[src/rtl/lsm_pkg.sv]
package lsm_pkg;
  typedef enum logic [1:0] {
    STEP_HOLD = 2'd0,
    STEP_UP   = 2'd1,
    STEP_DOWN = 2'd2
  } step_e;
endpackage

[src/rtl/lsm_window_timer.sv]
module lsm_window_timer #(
  parameter int WINDOW_LEN = 1024
) (
  input  logic clk,
  input  logic rst,
  output logic win_end
);
  localparam int CW = (WINDOW_LEN > 1) ? $clog2(WINDOW_LEN) : 1;
  localparam logic [CW-1:0] LAST = CW'(WINDOW_LEN - 1);

  logic [CW-1:0] cnt_q;

  always_ff @(posedge clk) begin
    if (rst)              cnt_q <= '0;
    else if (cnt_q == LAST) cnt_q <= '0;
    else                  cnt_q <= cnt_q + 1'b1;
  end

  assign win_end = (cnt_q == LAST);

  generate
    if (WINDOW_LEN > 1) begin : g_gap

      win_gap_chk: assert property (@(posedge clk) disable iff (rst)
        win_end |=> !win_end);
    end
  endgenerate
endmodule

[src/rtl/lsm_bad_latch.sv]
module lsm_bad_latch (
  input  logic clk,
  input  logic rst,
  input  logic bad_sym,
  input  logic win_end,
  output logic window_bad
);
  logic seen_q;

  // pulse on the closing cycle still counts for the closing window
  assign window_bad = seen_q | bad_sym;

  always_ff @(posedge clk) begin
    if (rst)          seen_q <= 1'b0;
    else if (win_end) seen_q <= 1'b0;
    else              seen_q <= window_bad;
  end
endmodule

[src/rtl/lsm_level_counter.sv]
module lsm_level_counter
  import lsm_pkg::*;
#(
  parameter int CNT_MAX = 7,
  localparam int LW = $clog2(CNT_MAX + 1)
) (
  input  logic          clk,
  input  logic          rst,
  input  logic          win_end,
  input  logic          window_bad,
  output logic [LW-1:0] level_q,
  output logic [LW-1:0] level_nxt
);
  localparam logic [LW-1:0] TOP = LW'(CNT_MAX);

  step_e step;

  always_comb begin
    step = STEP_HOLD;
    if (win_end) begin
      if (window_bad && level_q != TOP)      step = STEP_UP;
      else if (!window_bad && level_q != '0) step = STEP_DOWN;
    end
  end

  always_comb begin
    unique case (step)
      STEP_UP:   level_nxt = level_q + 1'b1;
      STEP_DOWN: level_nxt = level_q - 1'b1;
      default:   level_nxt = level_q;
    endcase
  end

  always_ff @(posedge clk) begin
    if (rst) level_q <= TOP;
    else     level_q <= level_nxt;
  end


  level_hold_chk: assert property (@(posedge clk) disable iff (rst)
    !win_end |=> $stable(level_q));

  level_range_chk: assert property (@(posedge clk) disable iff (rst)
    win_end |=> (level_q <= TOP) &&
      ((level_q == $past(level_q) + 1'b1) || (level_q + 1'b1 == $past(level_q)) ||
       (level_q == $past(level_q))));
endmodule

[src/rtl/line_quality_mon.sv]
module line_quality_mon #(
  parameter int WINDOW_LEN = 1024,
  parameter int CNT_MAX    = 7,
  localparam int LW = $clog2(CNT_MAX + 1)
) (
  input  logic          clk,
  input  logic          rst,
  input  logic          bad_sym,
  input  logic          irq_clr,
  output logic          good,
  output logic [LW-1:0] level,
  output logic          irq_pend
);
  localparam logic [LW-1:0] TOP = LW'(CNT_MAX);

  logic          win_end;
  logic          window_bad;
  logic [LW-1:0] level_nxt;
  logic          good_nxt;
  logic          changed;

  lsm_window_timer #(.WINDOW_LEN(WINDOW_LEN)) u_timer (
    .clk(clk), .rst(rst), .win_end(win_end)
  );

  lsm_bad_latch u_latch (
    .clk(clk), .rst(rst), .bad_sym(bad_sym),
    .win_end(win_end), .window_bad(window_bad)
  );

  lsm_level_counter #(.CNT_MAX(CNT_MAX)) u_level (
    .clk(clk), .rst(rst), .win_end(win_end), .window_bad(window_bad),
    .level_q(level), .level_nxt(level_nxt)
  );

  always_comb begin
    good_nxt = good;
    if (level_nxt == '0)     good_nxt = 1'b1;
    else if (level_nxt == TOP) good_nxt = 1'b0;
  end

  assign changed = (good_nxt != good);

  always_ff @(posedge clk) begin
    if (rst) begin
      good     <= 1'b0;
      irq_pend <= 1'b0;
    end else begin
      good     <= good_nxt;
      irq_pend <= changed | (irq_pend & ~irq_clr);
    end
  end


  good_rise_chk: assert property (@(posedge clk) disable iff (rst)
    $rose(good) |-> level == '0);

  good_fall_chk: assert property (@(posedge clk) disable iff (rst)
    $fell(good) |-> level == TOP);

  irq_on_change_chk: assert property (@(posedge clk) disable iff (rst)
    (good != $past(good)) |-> irq_pend);

  irq_sticky_chk: assert property (@(posedge clk) disable iff (rst)
    (irq_pend && !irq_clr) |=> irq_pend);
endmodule

[config.mk]
export PLATFORM = sky130hd
export DESIGN_NAME = line_quality_mon
export DESIGN_NICKNAME = d
export VERILOG_FILES = /design/src/rtl/lsm_pkg.sv /design/src/rtl/lsm_window_timer.sv /design/src/rtl/lsm_bad_latch.sv /design/src/rtl/lsm_level_counter.sv /design/src/rtl/line_quality_mon.sv
export SDC_FILE = /design/constraint.sdc
export NUM_CORES = 1
export LEC_CHECK = 0
export CAP_MARGIN = 40
export CORE_MARGIN = 2
export CORE_UTILIZATION = 45
export CTS_BUF_LIST = sky130_fd_sc_hd__clkbuf_4 sky130_fd_sc_hd__clkbuf_8
export CTS_CLUSTER_DIAMETER = 150
export CTS_CLUSTER_SIZE = 20
export DETAILED_ROUTE_END_ITERATION = 8
export PLACE_DENSITY = 0.67
export SLEW_MARGIN = 20
export SYNTH_ARGS = -nofsm -noshare
export SYNTH_HDL_FRONTEND = slang
export SYNTH_SLANG_ARGS = --single-unit
[constraint.sdc]
create_clock -name clk -period 2.9 [get_ports clk]
set_input_delay 0.435 -clock clk [delete_from_list [all_inputs] [get_ports clk]]
set_output_delay 0.435 -clock clk [all_outputs]
set_load 0.02 [all_outputs]
==> results of run 1 <==
==> power by group <==
group	internal [mW]	leakage, nW	switching (mW)
registers	0.224	0.130	0.00332
logic	0.00811	0.222	0.00824
clock network	0.0483	0.0138	0.0662
total	0.281	0.366	0.0777
==> sequential cells by signal (all words and copies together) (netlist names) <==
register         flops
good                 1
irq_pend             1
u_latch.seen_q       1
u_level.level_q      3
u_timer.cnt_q       10
==> cell type report <==
| cell class | instances | area (um2) |
|---|---|---|
| clock buffers | 3 | 22.5 |
| repair buffers | 11 | 103 |
| inverters | 4 | 15.0 |
| fillers | 145 | 647 |
| well taps | 16 | 20.0 |
| flip-flops and latches | 16 | 322 |
| multi-input cells | 60 | 395 |
==> repair_timing <==
item                       CTS  global route
hold buffers                 0             0
gates resized for setup      0             3
setup endpoints to repair    0             2
hold endpoints to repair     0             0
buffers inserted             0             0
==> worst max-delay path: stages (launching register included) <==
cell and delay (ns):
dfxtp_2 0.36, ha_2 0.21, and4_1 0.23, nand4_1 0.14
a311o_1 0.36, ha_1 0.22, inv_1 0.07, fa_1 0.44
nand2b_1 0.11, mux2i_1 0.10, a41o_1 0.25, a31o_1 0.17
==> path summary, 6_finish.rpt <==
| check | startpoint | to |
|---|---|---|
| hold reg to reg | u_timer.cnt_q[0] | u_timer.cnt_q[0] |
| hold / removal | u_timer.cnt_q[0] | u_timer.cnt_q[0] |
| setup reg to reg | u_timer.cnt_q[0] | irq_pend |
| setup / recovery | u_timer.cnt_q[0] | irq_pend |
==> per-layer routing <==
| metal | up-vias | GRT usage |
|---|---|---|
| li1 | 308 | - |
| met1 | 289 | 0.201 |
| met2 | 9 | 0.249 |
| met3 | 4 | 0.0612 |
| met4 | 0 | 0.0727 |
| met5 | - | 0 |
==> cell usage after synthesis <==
master,count
a21oi_1,3
or3_4,1
and3_1,3
a31o_1,1
xnor2_1,2
nor3b_1,1
inv_1,4
dfxtp_1,16
a21o_1,1
buf_4,1
fa_1,1
o31ai_1,1
or3_1,1
clkbuf_1,1
nand3_1,2
a31oi_1,1
xor2_1,7
nor2_1,12
a311o_1,1
nand4_1,3
and4_1,2
o21ai_0,3
ha_1,2
a41o_1,1
nor3_1,1
nand2_1,7
mux2i_1,1
nand2b_1,2
==> cell families after synthesis <==
| logic type | count (synthesis) | synth area share |
|---|---|---|
| compound gates | 12 | 0.108 |
| flops | 16 | 0.433 |
| fa+ha+maj | 3 | 0.0609 |
| simple gates | 35 | 0.242 |
| buf+inv | 6 | 0.0355 |
| mux | 1 | 0.0135 |
| xor+xnor | 9 | 0.107 |
==> stage by stage <==
stage	hold WS [ns]	instances	setup WS [ns]	cell area, um2
CTS	0.469	110	0.0677	873
floorplan	0.422	82	0.265	739
finish	0.432	110	0.142	877
global route	0.448	110	0.0105	877
global placement	0.442	107	0.0853	851
detailed placement	0.448	107	-0.00172	851
==> impl_metrics.ini, run 1 <==
[run_status]
outcome = completed

[setup_path]
reg2regPathDepth = 11
reg2reg_slack_ns = 0.14
critPathLaunchType = register
arrival_ns = 2.94
crit_path_end_kind = register
required_ns = 3.08
worst-setup-path-type = register to register
crit_fanout = 4

[detailed_routing]
drtAntennaViolNets = 0
wl_mm = 1.35
drt_iter0_drc = 11
vias = 610
drt_first_pass_iters = 4
dr_wl_met2_um = 634
top_layer_used = met4
drc_errors = 0
route.met3.wl_um = 56
m1WireLength_um = 633
wl_per_cell_um = 12.2
via_per_inst = 5.55

[clock_network]
clockRootBuffer = clkbuf_4
cts.sinks = 16
cts_buffers = 3
h-tree-depth = 1
cts_tree = yes
worstSkewPairLatency_ns = 0.28
clkTransAtPathRegs_ns = 0.08
cts_buffer_depth = 2

[pwr]
p_total_mw = 0.358
power_density_nw_per_um2 = 409
p_leak_nw = 0.366
peakVddDrop_mv = 0.390

[final_layout]
nets = 103
layout_common_cells = dfxtp_1 (15), nor2_1 (12), clkdlybuf4s50_1 (8)
diodes = 0
layout_commonest_cell = dfxtp_1
final_util = 0.576
drive_above_1_share = 0.0957
syn2layout_area_growth_pct = 18.6

[synth]
ys_seq_elements = 16
netlist_instances = 82
synthTopCellsByArea = dfxtp_1 (43%), xor2_1 (8.3%), nor2_1 (6.1%), nand2_1 (3.6%), ha_1 (3.4%)
yosys_warnings = 0
synth_area_leader_cell = dfxtp_1
syn_nets = 89
synthesis.area_um2 = 739
synth_top_area_frac = 0.433
avgSynthCellArea_um2 = 9.02
ys_seq_area_frac = 0.433
ys_types = 28

[sta]
rsz0062_at_grt = false
fmax_mhz = 363
period_needed_ns = 2.76
skew_ns = 0.00385
drv_slew = 0
worst_pin_slew_ns = 0.361
fin_setup_tns_ns = 0
slew_headroom = 0.759
setup_viol = 0
period_share = 0.951
finalHoldViolCount = 0

[floorplan]
coreArea_um2 = 1520
dieArea_um2 = 1980
boundaryPins = 9
chipHeight_um = 44.5
start_util = 0.485
die_w_um = 44.5
rows = 14

[place]
routabilityCongestion = 0.796
port_buffers = 8
hpwl_um = 988

[run]
max_cap_violations = 0

[global_route]
gr-usage-all-layers = 0.162
grt_pass1_vias = 571
grt_max_degree = 10
grt_antenna_before_repair = 0
grt-ovfl-total = 0
grt_pass1_wl_mm = 2.35

[worst_hold_path]
worst_hold_path.num_cells = 1
hold_path_class = register to register
Power figures use the tool's default switching activity.
==> run 2: changes to the inputs <==
--- a/config.mk
+++ b/config.mk
@@ -8,7 +8,6 @@
 export CAP_MARGIN = 40
 export CORE_MARGIN = 2
 export CORE_UTILIZATION = 45
-export CTS_BUF_LIST = sky130_fd_sc_hd__clkbuf_4 sky130_fd_sc_hd__clkbuf_8
 export CTS_CLUSTER_DIAMETER = 150
 export CTS_CLUSTER_SIZE = 20
 export DETAILED_ROUTE_END_ITERATION = 8
==> results of run 2 <==
Final layout, timing and power as in run 1 (identical DEF).
